===== src/rtl/fan_mon_pkg.sv =====
package fan_mon_pkg;

  typedef enum logic [1:0] {
    SEQ_IDLE = 2'd0,
    SEQ_ARM  = 2'd1,
    SEQ_MEAS = 2'd2
  } seq_state_e;

  // saturating increment, stops at ceiling
  function automatic logic [31:0] sat_step(input logic [31:0] val, input logic [31:0] ceiling);
    return (val >= ceiling) ? ceiling : val + 32'd1;
  endfunction

  // slow fan: period count beyond the slow limit
  function automatic logic is_slow(input logic [31:0] cnt, input logic [31:0] lim);
    return cnt > lim;
  endfunction

  // fast fan: period count below the fast limit
  function automatic logic is_fast(input logic [31:0] cnt, input logic [31:0] lim);
    return cnt < lim;
  endfunction

endpackage


===== src/rtl/tach_edge_sync.sv =====
module tach_edge_sync #(
  parameter int NUM_FANS = 4
) (
  input  logic                clk,
  input  logic                rst_n,
  input  logic [NUM_FANS-1:0] tach_in,
  output logic [NUM_FANS-1:0] rise
);

  for (genvar g = 0; g < NUM_FANS; g++) begin : g_lane
    logic meta_q, sync_q, prev_q;
    always_ff @(posedge clk or negedge rst_n) begin
      if (!rst_n) begin
        meta_q <= 1'b0;
        sync_q <= 1'b0;
        prev_q <= 1'b0;
      end else begin
        meta_q <= tach_in[g];
        sync_q <= meta_q;
        prev_q <= sync_q;
      end
    end
    assign rise[g] = sync_q & ~prev_q;
  end

endmodule


===== src/rtl/tach_sequencer.sv =====
module tach_sequencer
  import fan_mon_pkg::*;
#(
  parameter int NUM_FANS       = 4,
  parameter int CNT_W          = 16,
  parameter int TICK_DIV       = 2778,
  parameter int PULSES_PER_REV = 2,
  localparam int CH_W  = (NUM_FANS > 1) ? $clog2(NUM_FANS) : 1,
  localparam int PRE_W = (TICK_DIV > 1) ? $clog2(TICK_DIV) : 1,
  localparam int EDG_W = (PULSES_PER_REV > 1) ? $clog2(PULSES_PER_REV) : 1
) (
  input  logic                clk,
  input  logic                rst_n,
  input  logic                mon_en,
  input  logic [NUM_FANS-1:0] rise,
  output logic                meas_done,
  output logic [CH_W-1:0]     meas_chan,
  output logic [CNT_W-1:0]    meas_val
);

  localparam logic [CNT_W-1:0] CNT_MAX  = {CNT_W{1'b1}};
  localparam logic [CH_W-1:0]  LAST_CH  = CH_W'(NUM_FANS - 1);
  localparam logic [PRE_W-1:0] PRE_LAST = PRE_W'(TICK_DIV - 1);
  localparam logic [EDG_W-1:0] EDG_LAST = EDG_W'(PULSES_PER_REV - 1);

  seq_state_e       state_q;
  logic [CH_W-1:0]  chan_q;
  logic [PRE_W-1:0] pre_q;
  logic [CNT_W-1:0] cnt_q;
  logic [EDG_W-1:0] edg_q;

  // named events for visibility
  logic             tick;
  logic             rise_sel;
  logic             cnt_full;
  logic             close_edge;
  logic [CNT_W-1:0] cnt_next;
  logic [PRE_W-1:0] pre_next;
  logic [CH_W-1:0]  chan_next;

  assign tick       = (pre_q == PRE_LAST);
  assign rise_sel   = rise[chan_q];
  assign cnt_full   = (cnt_q == CNT_MAX);
  assign close_edge = rise_sel && (edg_q == EDG_LAST);
  assign cnt_next   = tick ? CNT_W'(sat_step(32'(cnt_q), 32'(CNT_MAX))) : cnt_q;
  assign pre_next   = tick ? '0 : pre_q + PRE_W'(1);
  assign chan_next  = (chan_q == LAST_CH) ? '0 : chan_q + CH_W'(1);

  always_ff @(posedge clk or negedge rst_n) begin
    if (!rst_n) begin
      state_q   <= SEQ_IDLE;
      chan_q    <= '0;
      pre_q     <= '0;
      cnt_q     <= '0;
      edg_q     <= '0;
      meas_done <= 1'b0;
      meas_chan <= '0;
      meas_val  <= '0;
    end else begin
      meas_done <= 1'b0;
      if (!mon_en) begin
        state_q <= SEQ_IDLE;
        chan_q  <= '0;
        pre_q   <= '0;
        cnt_q   <= '0;
        edg_q   <= '0;
      end else begin
        unique case (state_q)
          SEQ_IDLE: begin
            state_q <= SEQ_ARM;
            pre_q   <= '0;
            cnt_q   <= '0;
            edg_q   <= '0;
          end
          SEQ_ARM: begin
            if (rise_sel) begin
              state_q <= SEQ_MEAS;
              pre_q   <= '0;
              cnt_q   <= '0;
              edg_q   <= '0;
            end else if (cnt_full) begin
              meas_done <= 1'b1;
              meas_val  <= CNT_MAX;
              meas_chan <= chan_q;
              chan_q    <= chan_next;
              state_q   <= SEQ_ARM;
              pre_q     <= '0;
              cnt_q     <= '0;
            end else begin
              pre_q <= pre_next;
              cnt_q <= cnt_next;
            end
          end
          SEQ_MEAS: begin
            if (close_edge || cnt_full) begin
              meas_done <= 1'b1;
              meas_val  <= close_edge ? cnt_next : CNT_MAX;
              meas_chan <= chan_q;
              chan_q    <= chan_next;
              state_q   <= SEQ_ARM;
              pre_q     <= '0;
              cnt_q     <= '0;
              edg_q     <= '0;
            end else begin
              pre_q <= pre_next;
              cnt_q <= cnt_next;
              if (rise_sel) edg_q <= edg_q + EDG_W'(1);
            end
          end
          default: state_q <= SEQ_IDLE;
        endcase
      end
    end
  end

endmodule


===== src/rtl/fan_reg_file.sv =====
module fan_reg_file
  import fan_mon_pkg::*;
#(
  parameter int NUM_FANS = 4,
  parameter int CNT_W    = 16,
  parameter int ADDR_W   = 4,
  localparam int CH_W    = (NUM_FANS > 1) ? $clog2(NUM_FANS) : 1,
  localparam int ST_W    = 2 * NUM_FANS
) (
  input  logic                clk,
  input  logic                rst_n,
  input  logic                meas_done,
  input  logic [CH_W-1:0]     meas_chan,
  input  logic [CNT_W-1:0]    meas_val,
  input  logic [ADDR_W-1:0]   reg_addr,
  input  logic                reg_wr,
  input  logic                reg_rd,
  input  logic [CNT_W-1:0]    reg_wdata,
  output logic [CNT_W-1:0]    reg_rdata,
  output logic [ST_W-1:0]     status_q,
  output logic [ST_W-1:0]     mask_q,
  output logic [NUM_FANS-1:0] fs_en_q,
  output logic                under_hit,
  output logic                over_hit
);

  localparam int CNT_BASE  = 0;
  localparam int MIN_BASE  = NUM_FANS;
  localparam int MAX_BASE  = 2 * NUM_FANS;
  localparam int STAT_ADDR = 3 * NUM_FANS;
  localparam int MASK_ADDR = 3 * NUM_FANS + 1;
  localparam int FS_ADDR   = 3 * NUM_FANS + 2;

  logic [CNT_W-1:0] cnt_q [NUM_FANS];
  logic [CNT_W-1:0] min_q [NUM_FANS];
  logic [CNT_W-1:0] max_q [NUM_FANS];

  logic             stat_clr;
  logic [ST_W-1:0]  set_vec;
  logic [CNT_W-1:0] rd_mux;

  assign under_hit = meas_done && is_slow(32'(meas_val), 32'(min_q[meas_chan]));
  assign over_hit  = meas_done && is_fast(32'(meas_val), 32'(max_q[meas_chan]));
  assign stat_clr  = reg_rd && (reg_addr == ADDR_W'(STAT_ADDR));

  always_comb begin
    set_vec = '0;
    for (int i = 0; i < NUM_FANS; i++) begin
      if (meas_chan == CH_W'(i)) begin
        set_vec[i]            = under_hit;
        set_vec[NUM_FANS + i] = over_hit;
      end
    end
  end

  for (genvar g = 0; g < NUM_FANS; g++) begin : g_fan
    always_ff @(posedge clk or negedge rst_n) begin
      if (!rst_n) begin
        cnt_q[g] <= '0;
        min_q[g] <= {CNT_W{1'b1}};
        max_q[g] <= '0;
      end else begin
        if (meas_done && meas_chan == CH_W'(g)) cnt_q[g] <= meas_val;
        if (reg_wr && reg_addr == ADDR_W'(MIN_BASE + g)) min_q[g] <= reg_wdata;
        if (reg_wr && reg_addr == ADDR_W'(MAX_BASE + g)) max_q[g] <= reg_wdata;
      end
    end
  end

  always_ff @(posedge clk or negedge rst_n) begin
    if (!rst_n) begin
      status_q <= '0;
      mask_q   <= '0;
      fs_en_q  <= '0;
    end else begin
      status_q <= (stat_clr ? '0 : status_q) | set_vec;
      if (reg_wr && reg_addr == ADDR_W'(MASK_ADDR)) mask_q  <= reg_wdata[ST_W-1:0];
      if (reg_wr && reg_addr == ADDR_W'(FS_ADDR))   fs_en_q <= reg_wdata[NUM_FANS-1:0];
    end
  end

  always_comb begin
    rd_mux = '0;
    for (int i = 0; i < NUM_FANS; i++) begin
      if (reg_addr == ADDR_W'(CNT_BASE + i)) rd_mux = cnt_q[i];
      if (reg_addr == ADDR_W'(MIN_BASE + i)) rd_mux = min_q[i];
      if (reg_addr == ADDR_W'(MAX_BASE + i)) rd_mux = max_q[i];
    end
    if (reg_addr == ADDR_W'(STAT_ADDR)) rd_mux = CNT_W'(status_q);
    if (reg_addr == ADDR_W'(MASK_ADDR)) rd_mux = CNT_W'(mask_q);
    if (reg_addr == ADDR_W'(FS_ADDR))   rd_mux = CNT_W'(fs_en_q);
  end

  always_ff @(posedge clk or negedge rst_n) begin
    if (!rst_n)      reg_rdata <= '0;
    else if (reg_rd) reg_rdata <= rd_mux;
  end

endmodule


===== src/rtl/fan_tach_monitor.sv =====
module fan_tach_monitor #(
  parameter int NUM_FANS       = 4,
  parameter int CNT_W          = 16,
  parameter int TICK_DIV       = 2778,
  parameter int PULSES_PER_REV = 2,
  parameter int ADDR_W         = 4
) (
  input  logic                clk,
  input  logic                rst_n,
  input  logic                mon_en,
  input  logic [NUM_FANS-1:0] tach_in,
  input  logic [ADDR_W-1:0]   reg_addr,
  input  logic                reg_wr,
  input  logic                reg_rd,
  input  logic [CNT_W-1:0]    reg_wdata,
  output logic [CNT_W-1:0]    reg_rdata,
  output logic                alert_n,
  output logic [NUM_FANS-1:0] force_max
);

  localparam int CH_W = (NUM_FANS > 1) ? $clog2(NUM_FANS) : 1;
  localparam int ST_W = 2 * NUM_FANS;

  logic [NUM_FANS-1:0] rise;
  logic                meas_done;
  logic [CH_W-1:0]     meas_chan;
  logic [CNT_W-1:0]    meas_val;
  logic [ST_W-1:0]     status_q;
  logic [ST_W-1:0]     mask_q;
  logic [NUM_FANS-1:0] fs_en_q;
  logic                under_hit;
  logic                over_hit;
  logic                any_unmasked;
  logic                any_under;

  tach_edge_sync #(.NUM_FANS(NUM_FANS)) u_sync (
    .clk     (clk),
    .rst_n   (rst_n),
    .tach_in (tach_in),
    .rise    (rise)
  );

  tach_sequencer #(
    .NUM_FANS       (NUM_FANS),
    .CNT_W          (CNT_W),
    .TICK_DIV       (TICK_DIV),
    .PULSES_PER_REV (PULSES_PER_REV)
  ) u_seq (
    .clk       (clk),
    .rst_n     (rst_n),
    .mon_en    (mon_en),
    .rise      (rise),
    .meas_done (meas_done),
    .meas_chan (meas_chan),
    .meas_val  (meas_val)
  );

  fan_reg_file #(
    .NUM_FANS (NUM_FANS),
    .CNT_W    (CNT_W),
    .ADDR_W   (ADDR_W)
  ) u_regs (
    .clk       (clk),
    .rst_n     (rst_n),
    .meas_done (meas_done),
    .meas_chan (meas_chan),
    .meas_val  (meas_val),
    .reg_addr  (reg_addr),
    .reg_wr    (reg_wr),
    .reg_rd    (reg_rd),
    .reg_wdata (reg_wdata),
    .reg_rdata (reg_rdata),
    .status_q  (status_q),
    .mask_q    (mask_q),
    .fs_en_q   (fs_en_q),
    .under_hit (under_hit),
    .over_hit  (over_hit)
  );

  assign any_unmasked = |(status_q & ~mask_q);
  assign any_under    = |status_q[NUM_FANS-1:0];
  assign alert_n      = ~any_unmasked;
  assign force_max    = fs_en_q & {NUM_FANS{any_under}};

endmodule


===== config.mk =====
export PLATFORM = sky130hd
export DESIGN_NAME = fan_tach_monitor
export DESIGN_NICKNAME = d
export VERILOG_FILES = /design/src/rtl/fan_mon_pkg.sv /design/src/rtl/tach_edge_sync.sv /design/src/rtl/tach_sequencer.sv /design/src/rtl/fan_reg_file.sv /design/src/rtl/fan_tach_monitor.sv
export SDC_FILE = /design/constraint.sdc
export NUM_CORES = 1
export LEC_CHECK = 0
export BUFFER_PORTS_ARGS = -buffer_cell sky130_fd_sc_hd__buf_2
export CAP_MARGIN = 40
export CORE_MARGIN = 2
export CORE_UTILIZATION = 42
export DETAILED_ROUTE_END_ITERATION = 8
export GPL_ROUTABILITY_DRIVEN = 0
export SLEW_MARGIN = 20
export SYNTH_ARGS = -nofsm -noshare
export SYNTH_HDL_FRONTEND = slang
export SYNTH_SLANG_ARGS = --single-unit
export TNS_END_PERCENT = 100

===== constraint.sdc =====
create_clock -name clk -period 3.8 [get_ports clk]
set_clock_uncertainty 0.15 [all_clocks]
set_input_delay 0.19 -clock clk [delete_from_list [all_inputs] [get_ports clk]]
set_output_delay 0.19 -clock clk [all_outputs]
set_load 0.05 [all_outputs]

* Word level (Yosys, flattened, before mapping)
Index checks and enable logic that the tools add are counted.
** Cells by class
- Order comparisons :: 5
- $mul :: 0
- Bitwise logic cells :: 14
- Multiplexer cells :: 75
- Add/sub/neg operators :: 4
- Shift-type cells :: 0
- Reduce and logical (&&, ||, !) cells :: 29
- Div/mod/pow operators :: 0
- Equality and inequality tests :: 33
** Operators by type and width (number)
- $mux W16 :: 29
- $bmux W16 S2 :: 2
- $mux W12 :: 5
- $pmux W16 S3 :: 1
- $pmux W12 S3 :: 1
- $pmux W16 S2 :: 1
- $eq A4 B4 Y1 const B :: 7
- $mux W2 :: 12
- $logic_and A1 B1 Y1 :: 18
- $mux W1 :: 17
- $add A16 B1 Y16 const B :: 1
- $eq A16 B16 Y1 const B :: 1
- $eq A4 B3 Y1 const B :: 4
- $ge A16 B16 Y1 const B :: 1
- $gt A16 B16 Y1 :: 1
- $lt A16 B16 Y1 :: 1
- $add A12 B1 Y12 const B :: 1
- $eq A12 B12 Y1 const B :: 1
- $ne A3 B2 Y1 const B :: 3
- $and A8 B8 Y8 :: 1
- $eq A2 B2 Y1 const B :: 4
- $eq A4 B2 Y1 const B :: 2
- $mux W8 :: 1
- $ne A4 B2 Y1 const B :: 2
- other kinds (32) :: 43
** Storage, ports and cells
- Bits in registers :: 292
- Memory bits (read-only) :: 0
- Bits in latches :: 0
- Memories :: 0
- Input bits :: 29
- RAM bits :: 0
- Word-level logic and storage cells :: 196

* Logic depth before layout (Yosys ltp)
Gate-level depths: netlist (run 1).
- Word-level depth :: 16
- Depth in mapped cells :: 11
- Depth with buffers taken out :: 9

* Cells and area by module
From an unflattened synthesis (run 1), not the netlist that was laid out.
** Second synthesis, totals
- Cells, all modules :: 1454
- Area, all modules :: 16070.4 µm²
** Modules (own cells, without submodules)
- fan_reg_file :: sequential area each 5785.5 µm², area each 12655.9 µm², instances 1, cells each 1121
- tach_sequencer :: sequential area each 1301.2 µm², area each 2960.3 µm², instances 1, cells each 299
- tach_edge_sync :: sequential area each 300.3 µm², area each 355.3 µm², instances 1, cells each 16
- fan_tach_monitor :: sequential area each 0.0 µm², area each 98.8 µm², instances 1, cells each 18

* Least setup slack after synthesis (run 1)
Ideal clock, no wire load.
- Kind :: flip-flop to flip-flop
- From :: reg u_seq.meas_chan[0]
- To :: reg u_regs.status_q[7]
- Stages on the path, launching flop included :: 12
- Slack :: 600 ps
- Data arrival time :: 2928 ps
- Path through :: dfrtp_1 -> buf_1 -> buf_1 -> mux4_2 -> inv_1 -> ha_1 -> nand4_1 -> nor4_1 -> o31ai_1 -> nand4b_1 -> a31oi_1 -> a32o_1
** Between the ends
- Cells in the longest elaborated chain, start to end :: 8
- Elaborated cells between the ends (all ways) :: 9
- Classes of those cells :: order compare (1); eq/ne (1); mux (4); bitwise (2); reduce/logical (1)
** Ends and longest elaborated chain
- start, declared :: line tach_sequencer.sv:17 : output logic [CH_W-1:0] meas_chan,
- start signal, assigned :: line tach_sequencer.sv:84 : meas_chan <= chan_q;
- start signal, assigned :: line tach_sequencer.sv:98 : meas_chan <= chan_q;
- $not A2 Y3 (implied by the code) :: line fan_reg_file.sv:43 : assign over_hit = meas_done && is_fast(32'(meas_val), 32'(max_q[meas_chan]));
- $bmux W16 S2 :: line fan_reg_file.sv:43
- $mux W16 (implied by the code) (2 in series) :: line fan_reg_file.sv:43
- $lt A16 B16 Y1 :: line fan_mon_pkg.sv:21 : return cnt < lim;
- $logic_and A1 B1 Y1 :: line fan_reg_file.sv:43
- $mux W1 * :: line fan_reg_file.sv:49 : if (meas_chan == CH_W'(i)) begin
- $or A8 B8 Y8 * :: line fan_reg_file.sv:76 : status_q <= (stat_clr ? '0 : status_q) | set_vec;
- end signal, assigned :: line fan_reg_file.sv:76
- end, declared :: line fan_reg_file.sv:20 : output logic [ST_W-1:0] status_q,
Mark *: on every way between the ends. The rest lies on a longest branch, timed or not. The select of a mux whose other input is x is not followed.
A chain may end at the register's enable or synchronous reset.

* Worst setup path in the final report (run 1)
Same ends and word-level chain as after synthesis.

==> metrics.md, run 1 <==
| Metric | Value |
|---|---|
| Status | `finished clean` |
| Clock sink count | `292` |
| First-pass GRT wire length | `72000 um` |
| Drc violations | `0` |
| Post-synth EDFFs | `0` |
| Yosys reg bits | `292` |
| Synth area leader | `dfrtp_1` |
| Hold Vio Cnt, Final | `0` |
| CTS clk-pin slew, worst paths | `60 ps` |
| Vias in the first global route | `~12000` |
| GRT overflow | `0` |
| Min cycle time layout | `3084 ps` |
| Main synth FF type | `dfrtp_1` |
| Setup CP Type | `reg2reg` |
| Maximum fanout along the worst path | `32` |
| Placement Rows | `70` |
| Ys async rst share | `100.0%` |
| Die Area | `38670 sq um` |
| Router iterations before antenna repair | `5` |
| Met3 GRT Util | `4.928%` |
| Worst slew margin | `45.08%` |
| Total routed wirelength | `approximately 45000 um` |
| Final hold slack | `roughly 34 ps` |
| RSZ-0062 raised after global routing | `false` |
| Pre-CTS WS | `~750 ps` |
| Hold WC Path Type | `in2reg` |
| Drt via density | `6.038` |
| Peak supply drop | `0.0002619 V` |
| Crit end category | `flop` |
| Port Buffers | `between 40 and 50` |
| MaxCap Viol Count | `0` |
| Routed Antenna Nets | `0` |
| Slew of the pin with the lowest slew margin | `~820 ps` |
| Share of layout cells above drive strength 1 | `around a third` |
| Cells after Synth | `approximately 1400` |
| Area delta synth->final | `15.49%` |
| Syn Nets | `between 1000 and 1500` |
| Net count, final | `1549` |
| Die W | `196.6 um` |
| Top post-synthesis cells by area | `dfrtp_1, mux2_2, dfstp_2` |
| Most frequent cell after synthesis | `dfrtp_1` |
| Fmax achieved | `~320 MHz` |
| TritonCTS clock tree | `yes` |
| IO Count | `50` |
| Synth top cells by count | `dfrtp_1, mux2_2, nor2_1` |
| Total CTS buffers | `35` |
| Die H | `between 150 and 200 um` |
| GRT busiest layer | `met2` |
| All-layer global routing usage | `about 24%` |
| Type of origin of the critical path | `flop` |
| Pwr Density | `between 400 and 500 nW/um^2` |
| Placed cells | `~1900` |
| Final period utilization | `81.15%` |
| Starting Density | `~43%` |
| Synth top area share | `around 37%` |
| Final setup fails | `0` |
| Syn. warnings | `0` |
| Largest net degree at the start of global routing | `91` |
| DR vias | `roughly 12000` |
| Final setup TNS | `0 ps` |
| Synthesized area | `15590 sq um` |
| Starting DRT DRC Count | `between 1000 and 1500` |
| Clock tree buffer depth | `3` |
| CTS Root Cell | `clkbuf_16` |
| Critical Path RT | `4130 ps` |
| Core Region | `roughly 37000 sq um` |
| Final worst slack | `716.3 ps` |
| Initial antenna violation count | `0` |
| Leakage | `about 7.7 nW` |
| Resized cells post-CTS | `0` |
| Sequential area share after synthesis | `approximately 47%` |
| Final non-filler cell total | `about 2000` |
| DR WL/cell | `approximately 23 um` |
| CP arrival | `around 3400 ps` |
| Worst skew pair latency | `550 ps` |
| # H-tree levels | `2` |
| Met2 Track Usage GR | `36.77%` |
| Max Transition Viols Final | `0` |
| Reg2Reg Setup Slack | `roughly 700 ps` |
| DP Wirelength | `a little over 30000 um` |
| Met1 usage | `about a third` |
| Syn avg cell area | `around 11 sq um` |
| Synth cell types | `68` |
[worst paths after layout]
check / from / to / depth (start not counted)
hold reg to reg: u_sync.g_lane[1].meta_q / u_sync.g_lane[1].sync_q / 0
setup / recovery: u_seq.meas_chan[0] / u_regs.status_q[7] / 9
hold / removal: reg_wr / u_regs.fs_en_q[2] / 3
setup reg to reg: u_seq.meas_chan[0] / u_regs.status_q[7] / 9
min in group asynchronous: rst_n / u_regs.max_q[46] / 2
max in group asynchronous: rst_n / u_regs.min_q[33] / 3
[layout by cell type (no fill, tap or decap), drive strengths merged, types with 10 or more instances in the layout]
cell         count
a211oi          12
a21oi           87
a22o            11
a31oi           26
buf             97
clkbuf          48
dfrtp          228
dfstp           64
dlygate4sd3     23
ha              39
inv             65
mux2           214
mux2i           19
mux4            36
nand2           73
nand2b          21
nand3           36
nand4           14
nor2           118
nor2b           17
nor3            11
o21a            12
o21ai           84
o221ai          12
o22ai           14
xnor2           10
[stage by stage]
step / area (sq um) / total power, mW / utilization, %
6_report: 18000 / 8.969 / 49.17
5_1_grt: 18000 / 9.363 / 49.16
4_1_cts: 17970 / 9.023 / 49.08
3_5_place_dp: 16520 / 5.419 / 45.14
3_3_place_gp: 16480 / 5.390 / 45.01
2_1_floorplan: 15590 / 4.870 / -
[cell type report]
class / count / area [sq um]
fill: 3334 / 18610
multi-input combinational: 969 / 7635
sequential: 292 / 7388
clock buffer: 47 / 980.9
timing repair buffer: 121 / 943.4
tap: 468 / 585.6
inverter: 62 / 232.7
clock inverter: 16 / 231.5
antenna: 1 / 2.502
[sequential cells by signal (all words and copies together) (netlist names), 8 cells and up]
signal and flops:
u_regs.mask_q 8, u_regs.status_q 8, u_regs.max_q 64, u_regs.cnt_q 64, u_regs.min_q 64, u_seq.meas_val 16
u_seq.pre_q 12, u_regs.reg_rdata 16, u_seq.cnt_q 16
[logic make-up after synthesis]
family,count (synthesis),share of synthesized area (%)
AND/OR/NAND/NOR,327,10.01
AO/OA/AOI/OAI,317,12.99
flip-flops,292,47.40
multiplexers,269,21.88
buffers and inverters,144,3.636
adder cells (fa/ha/maj),39,3.131
XOR/XNOR,17,0.9553
[what timing repair did]
action                    CTS  global route
hold endpoints to repair  240             0
setup buffers               0             0
hold buffers               23             0
[per-layer routing]
| metal | wire [um] | part of all wire [%] |
|---|---|---|
| met1 | 19670 | 43 |
| met2 | 20160 | 44 |
| met3 | 4041 | 8.9 |
| met4 | 1575 | 3.5 |
| met5 | 0 | 0 |
[critical path, cell delays in order (launching register included)]
cell,delay (ps)
dfrtp_2,510
buf_12,290
mux4_2,540
inv_1,70
ha_1,230
a211oi_1,230
o21ai_0,150
a31o_2,290
a31oi_1,340
a32o_1,210
[power by group]
part           leakage [nW]  internal (mW)  total (mW)  switching [mW]
sequential             3.63           3.62        4.02           0.402
clock                 0.587           2.17        3.54            1.37
combinational          3.44          0.679        1.40           0.725
Note: power is estimated with default switching activity, not from simulation.
==> run 2: changes to the inputs <==
--- a/config.mk
+++ b/config.mk
@@ -5,6 +5,7 @@
 export SDC_FILE = /design/constraint.sdc
 export NUM_CORES = 1
 export LEC_CHECK = 0
+export ABC_AREA = 1
 export BUFFER_PORTS_ARGS = -buffer_cell sky130_fd_sc_hd__buf_2
 export CAP_MARGIN = 40
 export CORE_MARGIN = 2
==> constraint.sdc (replaced) <==
create_clock -name clk -period 3.1 [get_ports clk]
set_clock_uncertainty 0.15 [all_clocks]
set_input_delay 0.155 -clock clk [delete_from_list [all_inputs] [get_ports clk]]
set_output_delay 0.155 -clock clk [all_outputs]
set_load 0.05 [all_outputs]
==> metrics.md, run 2 <==
| Metric | Value |
|---|---|
| Status | `finished clean` |
| Buf/Inv on CP | `2 (unchanged)` |
| Commonest non-fill, non-tap cell in the layout | `nand2_1` |
| CP endpoint | `u_regs.status_q[6]` |
| Largest net degree at the start of global routing | `112 (+23%)` |
| CTS clk-pin slew, worst paths | `60 ps (about the same)` |
| Reg2Reg Setup Slack | `210 ps (-500 ps)` |
| Die W | `191.5 um (-2.6%)` |
| Placed cell area | `15570 sq um (-5.8%)` |
| Yosys reg bits | `292 (unchanged)` |
| Crit end category | `flop` |
| Clock tree buffer depth | `3 (unchanged)` |
| GRT overflow | `0 (unchanged)` |
| CP arrival | `3200 ps (-210 ps)` |
| Initial antenna violation count | `0 (unchanged)` |
| Met2 Track Usage GR | `41.46% (+4.7 points)` |
| CP cell instances | `nand2_1, buf_4, o22ai_1, a221oi_1, ha_1, a21oi_1, nor2_1, a211oi_1, o21ai_0, a31oi_1, buf_4, nand3_1, nand2_1` |
| Crit path depth | `13 (+4)` |
| MaxCap Viol Count | `0 (unchanged)` |
| Final setup TNS | `0 ps (unchanged)` |
| Top Family by Delay on Critical Path | `compound AO/OA/AOI/OAI gates` |
| Final setup fails | `0 (unchanged)` |
| Type of origin of the critical path | `flop` |
| Starting Density | `42.73% (+0.16 points)` |
| Setup CP Type | `reg2reg` |
| Port Buffers | `49 (unchanged)` |
| Sequential share of power | `43.0% (-1.9 points)` |
| Net Sw Frac | `32.20% (+4.3 points)` |
| Most frequent cell after synthesis | `nand2_1` |
| Met3 GRT Util | `3.598% (-1.3 points)` |
| Starting DRT DRC Count | `1284 (+15%)` |
| Maximum fanout along the worst path | `17 (-47%)` |
| Min cycle time layout | `2888 ps (-195.5 ps)` |
| Final period utilization | `93.17% (+12 points)` |
| First-pass GRT wire length | `71480 um (-0.73%)` |
| IO Count | `50 (unchanged)` |
| Core Region | `34540 sq um (-5.6%)` |
| Logic gate share of total power | `20.9% (+5.2 points)` |
| Pwr Density | `670.6 nW/um^2 (+35%)` |
| Total CTS buffers | `34 (-2.9%)` |
| Peak supply drop | `0.0006797 V (+160%)` |
| Placement Rows | `68 (-2.9%)` |
| All-layer global routing usage | `25.56% (+1.3 points)` |
| Max Transition Viols Final | `0 (unchanged)` |
| Critical Path Max Stage Delay | `430 ps (-110 ps)` |
| R2R cell count | `13 (+4)` |
| Synth top cells by count | `nand2_1, o21ai_0, dfrtp_1` |
| Synth cell types | `54 (-21%)` |
| Die H | `191.5 um (-2.6%)` |
| Clock Power Share | `36.1% (-3.4 points)` |
| Largest registers | `u_regs.cnt_q x64, u_regs.max_q x64, u_regs.min_q x64` |
| Die Area | `36660 sq um (-5.2%)` |
| Commonest non-fill, non-tap cells in the layout | `nand2_1, o21ai_0, dfrtp_1` |
| Pre-CTS WS | `264.1 ps (-487.1 ps)` |
| Vias in the first global route | `12347 (+3.9%)` |
| Worst r2r dst | `u_regs.status_q[6]` |
| Syn avg cell area | `8.233 sq um (-26%)` |
| Ys async rst share | `100.0% (unchanged)` |
| Clock sink count | `292 (unchanged)` |
| Total routed wirelength | `45560 um (+0.25%)` |
| Hold Vio Cnt, Final | `0 (unchanged)` |
| TritonCTS clock tree | `yes` |
| Fmax achieved | `346.2 MHz (+6.8%)` |
| Worst skew pair latency | `530 ps (-20 ps)` |
| Router iterations before antenna repair | `6 (+1)` |
| Drc violations | `0 (unchanged)` |
| Worst slew margin | `46.22% (+1.1 points)` |
| Area delta synth->final | `14.93%` |
| Slowest-stage cell, CP | `dfrtp_1` |
| Leakage | `7.776 nW (+1.6%)` |
| Critical Path RT | `3420 ps (-710 ps)` |
| Internal cell power | `7.714 mW (+19%)` |
| Syn Nets | `1861 (+26%)` |
| Critical Path Source | `u_seq.meas_chan[1]` |
| DR vias | `12734 (+6.7%)` |
| Sequential area share after synthesis | `50.04% (+2.6 points)` |
| Synth area leader | `dfrtp_1` |
| Routed Antenna Nets | `0 (unchanged)` |
| Main synth FF type | `dfrtp_1` |
| Drt via density | `5.428 (-10%)` |
| # H-tree levels | `2 (unchanged)` |
| GRT busiest layer | `met2` |
| Net count, final | `1933 (+25%)` |
| DR WL/cell | `19.42 um (-16%)` |
| Reg2reg start | `u_seq.meas_chan[1]` |
| Top post-synthesis cells by area | `dfrtp_1, nand2_1, dfstp_2` |
| Synthesized area | `14760 sq um (-5.3%)` |
| Hold WC Path Type | `in2async` |
| Met1 usage | `34.35% (+0.19 points)` |
| Setup bufs post-CTS | `0 (unchanged)` |
| DP Wirelength | `32030 um (+3.3%)` |
| Net Sw Power | `3.664 mW (+47%)` |
| Share of layout cells above drive strength 1 | `14.44% (-18 points)` |
| CTS Root Cell | `clkbuf_16` |
| Slew of the pin with the lowest slew margin | `805.8 ps (-15.64 ps)` |
| Syn. warnings | `0 (unchanged)` |
| RSZ-0062 raised after global routing | `false` |
| Cells after Synth | `1793 (+28%)` |
| Final instance area | `16970 sq um (-5.7%)` |
| Post-synth EDFFs | `0 (unchanged)` |
| Synth top area share | `38.65% (+2.0 points)` |
| Final worst slack | `211.9 ps (-504.5 ps)` |
==> run 2: changes by cell type in the layout (fill, tap and decap cells not counted), moves of 36 or more <==
cell,delta
mux4_2,-36
nand2_1,+469
inv_1,+113
o21ai_0,+183
mux2_2,-214
nor2_1,-73
==> run 2: logic make-up after synthesis <==
family,count (synthesis),share of synthesized area (%)
fa+ha+maj,39,3.306
compound gates,434,16.62
buf+inv,266,7.120
flops,292,50.04
simple gates,742,21.72
xor+xnor,20,1.187
==> run 2: worst reg2reg max path: cells and delay by family (launching register included) <==
family                   cells  cell delay (ps)
buffers and inverters        2              440
AND/OR/NAND/NOR              4              480
adder cells (fa/ha/maj)      1              310
flip-flops                   1              430
AO/OA/AOI/OAI                6             1020
==> run 2: worst min path at each step <==
stage	to	slack [ps]	depth (start not counted)	from
finish	u_regs.min_q[4]	60	2	rst_n
global route	u_regs.min_q[4]	60	2	rst_n
CTS	u_regs.min_q[4]	60	2	rst_n
detailed placement	u_regs.fs_en_q[1]	-130	1	rst_n
global placement	u_regs.fs_en_q[2]	-130	1	rst_n
floorplan	u_regs.cnt_q[0]	-290	0	rst_n
==> run 2: final cells by class <==
type	instances	area [sq um]
fillers	3405	17580
flip-flops and latches	292	7387
multi-input cells	1235	6331
clock buffers	48	973.4
repair buffers	108	800.8
inverters	194	734.5
well taps	455	569.3
clock inverters	13	167.7
diodes	1	2.502
==> run 2: what timing repair did <==
| item | 4_1_cts | 5_1_grt |
|---|---|---|
| endpoints found under the setup margin | 0 | 2 |
| gates resized for setup | 0 | 1 |
| endpoints found under the hold margin | 369 | 0 |
| hold buffers | 25 | 0 |
==> run 2: per-stage QoR <==
| step | hold slack (ps) | utilization [%] | power (mW) | instances |
|---|---|---|---|---|
| after CTS | 55.49 | 49.11 | 11.42 | 2345 |
| after global placement | -126.3 | 45.04 | 7.207 | 2258 |
| after floorplan | -290.6 | - | 6.378 | 1793 |
| after global routing | 62.03 | 49.11 | 11.96 | 2345 |
| final | 58.25 | 49.12 | 11.38 | 2346 |
| after detailed placement | -128.3 | 45.08 | 7.256 | 2259 |
==> run 2: per-layer routing <==
metal	vias up	wire (um)
met3	110	3176
met1	6039	19590
met2	519	20890
met4	0	1909
met5	-	0
li1	6066	-
==> run 2: power groups by stage <==
stage,logic (mW),clock network [mW],registers [mW]
2_1_floorplan,1.53,0,4.84
3_3_place_gp,2.28,0,4.93
3_5_place_dp,2.33,0,4.93
4_1_cts,2.36,4.18,4.87
5_1_grt,2.68,4.35,4.93
6_report,2.38,4.11,4.89
